<file path="src/rtl/shb_pkg.sv">
package shb_pkg;
   typedef enum logic [1:0] {
      RD_IDLE  = 2'd0,
      RD_HIT   = 2'd1,
      RD_MREQ  = 2'd2,
      RD_MDATA = 2'd3
   } rd_state_e;
endpackage

</file>
<file path="src/rtl/shb_wr_path.sv">
module shb_wr_path #(
   parameter int LINE_AW = 26,
   parameter int DATA_W  = 64,
   parameter int BEATS   = 4,
   localparam int BEAT_W = $clog2(BEATS)
) (
   input  logic                      clk,
   input  logic                      rst_n,
   input  logic                      bw_valid,
   input  logic                      bw_snoop,
   input  logic [LINE_AW-1:0]        bw_line,
   input  logic [DATA_W-1:0]         bw_data,
   input  logic                      rd_idle,
   input  logic                      mw_ready,
   output logic                      bw_ready,
   output logic                      mw_valid,
   output logic [LINE_AW+BEAT_W-1:0] mw_addr,
   output logic [DATA_W-1:0]         mw_data,
   output logic [BEAT_W-1:0]         beat,
   output logic                      cap_we,
   output logic                      cap_first,
   output logic                      cap_last,
   output logic                      plain_wr,
   output logic                      wr_busy
);
   logic              acc;
   logic              last_beat;
   logic [BEAT_W-1:0] cnt_q;

   assign bw_ready  = mw_ready && rd_idle;
   assign mw_valid  = bw_valid && rd_idle;
   assign mw_addr   = {bw_line, cnt_q};
   assign mw_data   = bw_data;
   assign acc       = bw_valid && bw_ready;
   assign last_beat = (cnt_q == BEAT_W'(BEATS - 1));

   always_ff @(posedge clk) begin
      if (!rst_n)      cnt_q <= '0;
      else if (acc)    cnt_q <= last_beat ? '0 : cnt_q + 1'b1;
   end

   assign beat      = cnt_q;
   assign cap_we    = acc && bw_snoop;
   assign cap_first = cap_we && (cnt_q == '0);
   assign cap_last  = cap_we && last_beat;
   assign plain_wr  = acc && !bw_snoop;
   assign wr_busy   = (cnt_q != '0);
endmodule

</file>
<file path="src/rtl/shb_line_store.sv">
module shb_line_store #(
   parameter int LINE_AW = 26,
   parameter int DATA_W  = 64,
   parameter int BEATS   = 4,
   localparam int BEAT_W = $clog2(BEATS)
) (
   input  logic               clk,
   input  logic               rst_n,
   input  logic               cap_we,
   input  logic               cap_first,
   input  logic               cap_last,
   input  logic [BEAT_W-1:0]  cap_beat,
   input  logic [LINE_AW-1:0] cap_line,
   input  logic [DATA_W-1:0]  cap_data,
   input  logic               plain_wr,
   input  logic [BEAT_W-1:0]  rd_beat,
   output logic               hold_valid,
   output logic [LINE_AW-1:0] hold_line,
   output logic [DATA_W-1:0]  rd_data
);
   logic [BEATS-1:0][DATA_W-1:0] line_w;

   always_ff @(posedge clk) begin
      if (!rst_n) begin
         hold_valid <= 1'b0;
         hold_line  <= '0;
      end else begin
         if (cap_first) begin
            hold_valid <= 1'b0;
            hold_line  <= cap_line;
         end else if (cap_last) begin
            hold_valid <= 1'b1;
         end else if (plain_wr && cap_line == hold_line) begin
            hold_valid <= 1'b0;
         end
      end
   end

   for (genvar i = 0; i < BEATS; i++) begin : g_beat
      logic [DATA_W-1:0] beat_q;
      always_ff @(posedge clk) begin
         if (cap_we && cap_beat == BEAT_W'(i)) beat_q <= cap_data;
      end
      assign line_w[i] = beat_q;
   end

   assign rd_data = line_w[rd_beat];
endmodule

</file>
<file path="src/rtl/shb_rd_engine.sv">
module shb_rd_engine
   import shb_pkg::*;
#(
   parameter int LINE_AW = 26,
   parameter int DATA_W  = 64,
   parameter int BEATS   = 4,
   localparam int BEAT_W = $clog2(BEATS)
) (
   input  logic               clk,
   input  logic               rst_n,
   input  logic               br_req_valid,
   input  logic [LINE_AW-1:0] br_line,
   input  logic               wr_quiet,
   input  logic               hold_valid,
   input  logic [LINE_AW-1:0] hold_line,
   input  logic [DATA_W-1:0]  buf_data,
   input  logic               mr_req_ready,
   input  logic               mr_data_valid,
   input  logic [DATA_W-1:0]  mr_data,
   output logic               br_req_ready,
   output logic               br_data_valid,
   output logic [DATA_W-1:0]  br_data,
   output logic               mr_req_valid,
   output logic [LINE_AW-1:0] mr_addr,
   output logic [BEAT_W-1:0]  rd_beat,
   output logic               rd_idle
);
   rd_state_e         state_q;
   logic [BEAT_W-1:0] cnt_q;
   logic              acc;
   logic              hit;
   logic              last_beat;

   assign rd_idle      = (state_q == RD_IDLE);
   assign br_req_ready = rd_idle && wr_quiet;
   assign acc          = br_req_valid && br_req_ready;
   assign hit          = hold_valid && (br_line == hold_line);
   assign last_beat    = (cnt_q == BEAT_W'(BEATS - 1));

   always_ff @(posedge clk) begin
      if (!rst_n) begin
         state_q <= RD_IDLE;
         cnt_q   <= '0;
         mr_addr <= '0;
      end else begin
         unique case (state_q)
            RD_IDLE: if (acc) begin
               cnt_q   <= '0;
               mr_addr <= br_line;
               state_q <= hit ? RD_HIT : RD_MREQ;
            end
            RD_HIT: begin
               cnt_q <= cnt_q + 1'b1;
               if (last_beat) state_q <= RD_IDLE;
            end
            RD_MREQ: if (mr_req_ready) state_q <= RD_MDATA;
            RD_MDATA: if (mr_data_valid) begin
               cnt_q <= cnt_q + 1'b1;
               if (last_beat) state_q <= RD_IDLE;
            end
            default: state_q <= RD_IDLE;
         endcase
      end
   end

   assign rd_beat       = cnt_q;
   assign mr_req_valid  = (state_q == RD_MREQ);
   assign br_data_valid = (state_q == RD_HIT) || (state_q == RD_MDATA && mr_data_valid);
   assign br_data       = (state_q == RD_HIT) ? buf_data : mr_data;
endmodule

</file>
<file path="src/rtl/snoop_hit_buffer.sv">
module snoop_hit_buffer #(
   parameter int LINE_AW = 26,
   parameter int DATA_W  = 64,
   parameter int BEATS   = 4,
   localparam int BEAT_W = $clog2(BEATS)
) (
   input  logic                      clk,
   input  logic                      rst_n,
   input  logic                      bw_valid,
   output logic                      bw_ready,
   input  logic                      bw_snoop,
   input  logic [LINE_AW-1:0]        bw_line,
   input  logic [DATA_W-1:0]         bw_data,
   input  logic                      br_req_valid,
   output logic                      br_req_ready,
   input  logic [LINE_AW-1:0]        br_line,
   output logic                      br_data_valid,
   output logic [DATA_W-1:0]         br_data,
   output logic                      mw_valid,
   input  logic                      mw_ready,
   output logic [LINE_AW+BEAT_W-1:0] mw_addr,
   output logic [DATA_W-1:0]         mw_data,
   output logic                      mr_req_valid,
   input  logic                      mr_req_ready,
   output logic [LINE_AW-1:0]        mr_addr,
   input  logic                      mr_data_valid,
   input  logic [DATA_W-1:0]         mr_data
);
   if (BEATS < 2 || (BEATS & (BEATS - 1)) != 0) begin : g_bad_beats
      $error("snoop_hit_buffer: BEATS must be a power of two, at least 2");
   end
   if (LINE_AW < 1 || DATA_W < 8) begin : g_bad_width
      $error("snoop_hit_buffer: LINE_AW >= 1 and DATA_W >= 8 required");
   end

   logic [BEAT_W-1:0]  wr_beat;
   logic [BEAT_W-1:0]  rd_beat;
   logic               cap_we, cap_first, cap_last, plain_wr, wr_busy;
   logic               rd_idle;
   logic               hold_valid;
   logic [LINE_AW-1:0] hold_line;
   logic [DATA_W-1:0]  buf_data;

   shb_wr_path #(.LINE_AW(LINE_AW), .DATA_W(DATA_W), .BEATS(BEATS)) u_wr (
      .clk(clk), .rst_n(rst_n), .bw_valid(bw_valid), .bw_snoop(bw_snoop),
      .bw_line(bw_line), .bw_data(bw_data), .rd_idle(rd_idle), .mw_ready(mw_ready),
      .bw_ready(bw_ready), .mw_valid(mw_valid), .mw_addr(mw_addr), .mw_data(mw_data),
      .beat(wr_beat), .cap_we(cap_we), .cap_first(cap_first), .cap_last(cap_last),
      .plain_wr(plain_wr), .wr_busy(wr_busy)
   );

   shb_line_store #(.LINE_AW(LINE_AW), .DATA_W(DATA_W), .BEATS(BEATS)) u_store (
      .clk(clk), .rst_n(rst_n), .cap_we(cap_we), .cap_first(cap_first),
      .cap_last(cap_last), .cap_beat(wr_beat), .cap_line(bw_line), .cap_data(bw_data),
      .plain_wr(plain_wr), .rd_beat(rd_beat), .hold_valid(hold_valid),
      .hold_line(hold_line), .rd_data(buf_data)
   );

   shb_rd_engine #(.LINE_AW(LINE_AW), .DATA_W(DATA_W), .BEATS(BEATS)) u_rd (
      .clk(clk), .rst_n(rst_n), .br_req_valid(br_req_valid), .br_line(br_line),
      .wr_quiet(!bw_valid && !wr_busy), .hold_valid(hold_valid), .hold_line(hold_line),
      .buf_data(buf_data), .mr_req_ready(mr_req_ready), .mr_data_valid(mr_data_valid),
      .mr_data(mr_data), .br_req_ready(br_req_ready), .br_data_valid(br_data_valid),
      .br_data(br_data), .mr_req_valid(mr_req_valid), .mr_addr(mr_addr),
      .rd_beat(rd_beat), .rd_idle(rd_idle)
   );
endmodule

</file>
<file path="config.mk">
export PLATFORM = sky130hd
export DESIGN_NAME = snoop_hit_buffer
export DESIGN_NICKNAME = d
export VERILOG_FILES = /design/src/rtl/shb_pkg.sv /design/src/rtl/shb_wr_path.sv /design/src/rtl/shb_line_store.sv /design/src/rtl/shb_rd_engine.sv /design/src/rtl/snoop_hit_buffer.sv
export SDC_FILE = /design/constraint.sdc
export NUM_CORES = 1
export LEC_CHECK = 0
export ABC_AREA = 1
export BUFFER_PORTS_ARGS = -buffer_cell sky130_fd_sc_hd__buf_2
export CELL_PAD_IN_SITES_DETAIL_PLACEMENT = 0
export CELL_PAD_IN_SITES_GLOBAL_PLACEMENT = 2
export CORE_MARGIN = 5
export CORE_UTILIZATION = 29
export DETAILED_ROUTE_END_ITERATION = 8
export PLACE_DENSITY = 0.73
export SLEW_MARGIN = 20
export SYNTH_ARGS = -nofsm -noshare
export SYNTH_HDL_FRONTEND = slang
export SYNTH_SLANG_ARGS = --single-unit
</file>
<file path="constraint.sdc">
create_clock -name clk -period 4.3 [get_ports clk]
set_input_delay 0.43 -clock clk [delete_from_list [all_inputs] [get_ports clk]]
set_output_delay 0.43 -clock clk [all_outputs]
set_load 0.03 [all_outputs]
</file>
==> flow_summary.yaml, run 1 <==
floorplanning:
  std_cell_rows: 80
  dieWidth_um: 230
  fp.coreArea_um2: 47800
  number_of_placed_i_o_pins: 375
  die_height_um: 230
  die_area_um2: 53000
  starting_density_of_the_core: 0.294
drt:
  routed_wl_um: 42100
  detail_route.wl_per_cell_um: 18.1
  drtIter0Drc: 637
  detailroute.via_count: 10700
  detail-route-antenna-nets: 0
  drcViolationCount: 0
  route.detailed.vias_per_inst: 4.58
  drt_first_pass_iters: 4
timing:
  setup_tns_ns: 0
  final-setup-viol-count: 0
  upper_clock_frequency_limit_mhz: 304
  timing.final.hold_violations: 0
  max_slew.worst_pin.slew_ns: 1.05
  rsz0062_at_grt: "no"
  timing.final.crit_share: 0.764
  whs_ns: 0.131
  final_worst_clock_skew_ns: 0.0105
  finalMaxSlewViolations: 0
  slew_headroom: 0.301
  period_needed_ns: 3.28
clock_network:
  h-tree-depth: 2
  cts_tree: "built"
  clkTransAtPathRegs_ns: 0.06
  clock_insertion_delay_worst_skew_ns: 0.54
  root_buffer_selected_by_cts: "clkbuf_16"
  clock_sinks: 315
  cts_buffers: 37
  clockBufferDepth: 3
  post_cts_resized: 0
  post-cts-setup-buffer-count: 0
  hold_buffers: 0
pwr:
  internal_power_w: 0.00568
  power_switching_share: 0.298
  pwr-share-seq: 0.432
  cellPowerDensity_nw_per_um2: 473
  p_leak_nw: 6.79
  netSwitchingPower_w: 0.00242
  power.combinational.fraction: 0.195
  vdd_ir_drop_max_mv: 0.228
  p_clk_frac: 0.372
placed_design:
  routability_cong: 0.772
  place_inst: 2260
  dp_hpwl_um: 28200
  port-buffer-count: 374
  postPlaceCellArea_um2: 15900
cells_and_area:
  area_growth_syn_to_layout_pct: 21.7
  final_area_um2: 17100
  layout.nets: 1878
  layout_cells_sized_above_1: 0.269
  stdcell_count: 2328
  post-route-util: 0.358
global_routing:
  gr-usage-all-layers: 0.153
  largest_net_degree_at_the_start_of_global_routing: 107
  globalRoute.totalOverflow: 0
  first_global_vias: 10500
  wire_length_of_the_first_global_routing_pass_um: 62900
  initial_antenna_violation_count: 3
worst_hold_path:
  min_path_type: "input port to register"
yosys:
  yosysWarningCount: 0
  netlist.top_cell.by_area: "edfxtp_1"
  synth_async_sr_flop_share: 0
  yosys-top-cells-area: "edfxtp_1 55%, nor2_1 9.6%, dfxtp_1 8.4%"
  synthXorXnorAreaFrac: 0.0112
  synthAdderAreaFrac: 0.00445
  synth_top_family_by_area: "simple AND/OR/NAND/NOR gates"
  post-synth-top-count-cell: "nor2_1"
  syn_avg_cell_area_um2: 9.92
  synth-compound-area-share: 0.106
  yosys-mux-area-fraction: 0
  netlist_area_um2: 14100
  synth.ff_latch_count: 315
  simple_gate_fraction_of_synth_area: 0.152
  yosys-top-cells-count: "360 x nor2_1, 256 x edfxtp_1, 157 x o21ai_0"
  synth_sequential_area_ratio: 0.631
  synthFlopType: "edfxtp_1"
  synthesis.nets: 1610
  post-synth-top-area-fraction: 0.547
  syn-instance-count: 1417
  synth_cell_types: 29
  synth_enable_flop_cells: 256
setup_path:
  timing_worst_setup_path_type: "register to primary output"
  required_arrival_time_at_the_worst_endpoint_ns: 3.87
  worst_setup_path_start_kind: "register"
  worstPathMaxFanout: 70
  setup.worst_path.end_class: "primary output"
  cp_data_arrival_time_ns: 2.85
run:
  max_cap_violations: 0
status:
  run_status: "finished, final reports clean"
## final cells by class
class | count | area (um^2)
Multi-Input combinational cell | 852 | 3880
Fill cell | 4866 | 30700
Inverter | 86 | 327
Timing Repair Buffer | 393 | 2080
Tap cell | 615 | 769
Clock buffer | 51 | 1040
Sequential cell | 315 | 8880
Clock inverter | 15 | 126
Antenna cell | 1 | 2.50
## worst paths after layout
check | startpoint | endpoint | slack (ns) | depth (start not counted)
max | u_rd.rd_beat[0] | br_data[5] | 1.02 | 7
min | bw_data[46] | u_store.g_beat[2].beat_q[46] | 0.13 | 1
max reg2reg | u_rd.state_q[1] | u_store.g_beat[1].beat_q[16] | 1.70 | 6
min reg2reg | u_rd.mr_addr[6] | u_rd.mr_addr[6] | 0.46 | 2
## power groups by stage
stage	Combinational [W]	Clock [W]	Sequential, W
after floorplan	0.00105	0	0.00359
after global placement	0.00160	0	0.00356
after detailed placement	0.00161	0	0.00357
after CTS	0.00161	0.00313	0.00350
after global routing	0.00175	0.00326	0.00351
final	0.00158	0.00302	0.00350
## registers in the layout, summed over array words and instances (netlist names)
signal,count
u_rd.rd_beat,2
u_rd.mr_addr,26
u_store.hold_valid,1
u_store.g_beat.beat_q,256
u_wr.beat,2
u_rd.state_q,2
u_store.hold_line,26
## metrics by stage
step                setup WS [ns]  total power [W]
floorplan                   0.271          0.00465
global placement             1.26          0.00517
detailed placement           1.25          0.00518
CTS                         0.646          0.00825
global route                0.821          0.00852
finish                       1.02          0.00810
## routing by layer
metal | GRT usage | part of all wire | vias up
li1 | - | - | 5247
met2 | 0.263 | 0.49 | 328
met4 | 0.0334 | 0.013 | 4
met5 | 0 | 0.00064 | -
met1 | 0.195 | 0.43 | 5047
met3 | 0.0379 | 0.065 | 47
## placed cells by master, fill, tap and decap left out, types with 4 or more instances in the layout
cell,count
a21oi_1,56
a31oi_1,64
buf_12,4
buf_2,374
buf_4,14
clkbuf_1,10
clkbuf_16,39
clkinv_1,4
clkinv_2,7
dfxtp_1,57
edfxtp_1,256
ha_1,5
inv_1,82
nand2_1,149
nand3_1,28
nand4_1,4
nor2_1,356
nor2_4,5
o21ai_0,157
xnor2_1,14
xor2_1,4
## worst max-delay path, cell delays in order, from the launching register on
cell	delay [ns]
dfxtp_4	0.63
buf_4	0.41
buf_16	0.32
nor2_1	0.09
nor2_1	0.09
o21ai_0	0.08
a31oi_1	0.37
buf_2	0.27
## logic make-up (layout without fill, tap and decap cells)
group / after synthesis / in the layout
simple gates: 548 / 548
xor+xnor: 18 / 18
compound gates: 281 / 281
flops: 315 / 315
other cells: 0 / 1
fa+ha+maj: 5 / 5
buf+inv: 250 / 545
No activity file was read; power rests on OpenSTA's default activity.
==> run 2: changes to the inputs <==
Settings changed: CORE_UTILIZATION 29 to 32, PLACE_DENSITY 0.73 to 0.77.
Clock period 4.3 ns to 3.43 ns, I/O delays scaled along.
==> run 2 against run 1 <==
  * Register-to-register slack worse by 0.51 ns
  * Via count decreased by 1.0%
  * Combinational power rose by 28%
  * Final cell count decreased by 0.99%
  * Global-route usage increased by 0.52 points
  * Count of clock-buffer cells in the layout fell by 1
  * Wire length down 5.1%
  * Sequential cell count unchanged
  * Clock skew increased by 0.0026 ns
  * Non-clock buffer count is 10 higher
  * Hold slack got worse by 0.070 ns
  * Sequential share of layout area hardly changed
  * Critical path type unchanged
  * Largest power group unchanged
  * Highest routed layer is now met4
==> flow_summary.yaml, run 2 (synthesis gave the netlist of run 1 again) <==
status:
  run_status: "finished, final reports clean"
clock_network:
  root_buffer_selected_by_cts: "clkbuf_16"
  clkTransAtPathRegs_ns: 0.06
  hold_buffers: 0
  clockBufferDepth: 3
  cts_tree: "built"
  post_cts_resized: 0
  clock_sinks: 315
  post-cts-setup-buffer-count: 0
  cts_buffers: 36
  h-tree-depth: 2
  clock_insertion_delay_worst_skew_ns: 0.52
cells_and_area:
  area_growth_syn_to_layout_pct: 21.8
  biggestRegsByFlops: "u_store.g_beat.beat_q (256), u_rd.mr_addr (26), u_store.hold_line (26)"
  number_of_flip_flops_in_the_largest_register: 256
  max_flop_register: "u_store.g_beat.beat_q"
  layout.nets: 1887
  commonest_non_fill_non_tap_cells_in_the_layout: "374 x buf_2, 356 x nor2_1, 256 x edfxtp_1, 157 x o21ai_0, 149 x nand2_1"
  final_area_um2: 17100
  layout_cells_sized_above_1: 0.273
  most_common_library_cell_in_the_layout_ignoring_fill_and_taps: "buf_2"
global_routing:
  largest_net_degree_at_the_start_of_global_routing: 130
  globalRoute.totalOverflow: 0
  gr-usage-all-layers: 0.158
  initial_antenna_violation_count: 1
  first_global_vias: 10400
  wire_length_of_the_first_global_routing_pass_um: 59600
drt:
  drcViolationCount: 0
  detail-route-antenna-nets: 0
  detail_route.wl_per_cell_um: 17.3
  detailroute.via_count: 10600
  route.detailed.vias_per_inst: 4.58
  drt_first_pass_iters: 5
  routed_wl_um: 39900
  drtIter0Drc: 563
timing:
  final-setup-viol-count: 0
  upper_clock_frequency_limit_mhz: 360
  rsz0062_at_grt: "no"
  finalMaxSlewViolations: 0
  timing.final.hold_violations: 0
  slew_headroom: 0.308
  final_worst_clock_skew_ns: 0.0132
  period_needed_ns: 2.78
  final_critical_path_setup_slack_ns: 0.652
  timing.final.crit_share: 0.810
  max_slew.worst_pin.slew_ns: 1.04
pwr:
  pwr-share-seq: 0.438
  cellPowerDensity_nw_per_um2: 582
  power_switching_share: 0.298
  p_clk_frac: 0.359
  vdd_ir_drop_max_mv: 0.280
  p_leak_nw: 6.82
  internal_power_w: 0.00699
  netSwitchingPower_w: 0.00297
  post-layout-total-power_w: 0.00996
  power.combinational.fraction: 0.202
worst_hold_path:
  hp-start: "bw_data[36]"
  holdPathStages: 1
  whs_endpoint: "u_store.g_beat[3].beat_q[36]"
  min_path_type: "input port to register"
floorplanning:
  std_cell_rows: 76
  number_of_placed_i_o_pins: 375
  die_area_um2: 48200
  dieWidth_um: 220
  die_height_um: 220
  starting_density_of_the_core: 0.325
  fp.coreArea_um2: 43300
setup_path:
  r2r-end: "u_store.g_beat[3].beat_q[7]"
  required_arrival_time_at_the_worst_endpoint_ns: 3.09
  setup.worst_path.end_class: "primary output"
  rr_worst_depth: 6
  timing_worst_setup_path_type: "register to primary output"
  worst_setup_path_start_kind: "register"
  worstPathMaxFanout: 22
  r2r-start: "u_rd.state_q[1]"
  ff2ff_setup_slack_ns: 1.19
  cp_data_arrival_time_ns: 2.43
placed_design:
  dp_hpwl_um: 27400
  port-buffer-count: 374
  dp_slack_ns: 1.10
  postPlaceCellArea_um2: 16000
  routability_cong: 0.734
run:
  max_cap_violations: 0
## run 2: cell count changes in the layout (fill, tap and decap cells not counted), moves of 2 or more
cell and change:
buf_12 +5, buf_4 +6, clkbuf_1 +2, clkbuf_8 -2, clkinv_1 -3, clkinv_2 +3
## run 2: area by class of cell
class,count,area (um^2)
Fill cell,4346,26100
Sequential cell,315,8880
Multi-Input combinational cell,852,3880
Timing Repair Buffer,403,2200
Clock buffer,50,996
Tap cell,585,732
Inverter,86,325
Clock inverter,13,105
Antenna cell,1,2.50
## run 2: stage by stage
| step | cells | utilization | hold slack, ns | setup TNS, ns |
|---|---|---|---|---|
| 6_report | 2305 | 0.396 | 0.0612 | 0 |
| 5_1_grt | 2305 | 0.396 | 0.0357 | 0 |
| 4_1_cts | 2304 | 0.396 | 0.0285 | 0 |
| 3_5_place_dp | 2241 | 0.370 | 0.456 | 0 |
| 3_3_place_gp | 2241 | 0.370 | 0.452 | 0 |
| 2_1_floorplan | 1417 | - | 0.430 | -71.67 |
## run 2: worst max-delay path, stage by stage, from the launching register on
cell     delay [ns]
dfxtp_1        0.43
inv_1          0.12
nor2_4         0.59
buf_4          0.32
nor2_1         0.06
a31oi_1        0.18
buf_2          0.23
## run 2: worst max path at each step
stage,start,to,cells past startpoint
3_5_place_dp,u_rd.state_q[1],u_store.g_beat[3].beat_q[14],6
2_1_floorplan,u_rd.state_q[1],u_store.g_beat[1].beat_q[0],5
3_3_place_gp,u_rd.state_q[1],u_store.g_beat[3].beat_q[17],6
6_report,u_rd.state_q[0],br_data[57],6
4_1_cts,u_rd.state_q[0],br_data[57],6
5_1_grt,u_rd.state_q[0],br_data[57],6
## run 2: power groups by stage
stage	sequential, W	clock, W	combinational, W
finish	0.00437	0.00358	0.00202
global route	0.00438	0.00384	0.00223
CTS	0.00437	0.00369	0.00206
detailed placement	0.00445	0	0.00206
global placement	0.00444	0	0.00205
floorplan	0.00450	0	0.00132
## run 2: metal layers
| metal | global-route usage | vias up | wire [um] | share of wire |
|---|---|---|---|---|
| met3 | 0.0327 | 42 | 2780 | 0.070 |
| met4 | 0.0360 | 0 | 578 | 0.014 |
| met2 | 0.272 | 325 | 19300 | 0.48 |
| met1 | 0.206 | 4943 | 17300 | 0.43 |
| li1 | - | 5251 | - | - |
| met5 | 0 | - | 0 | 0 |
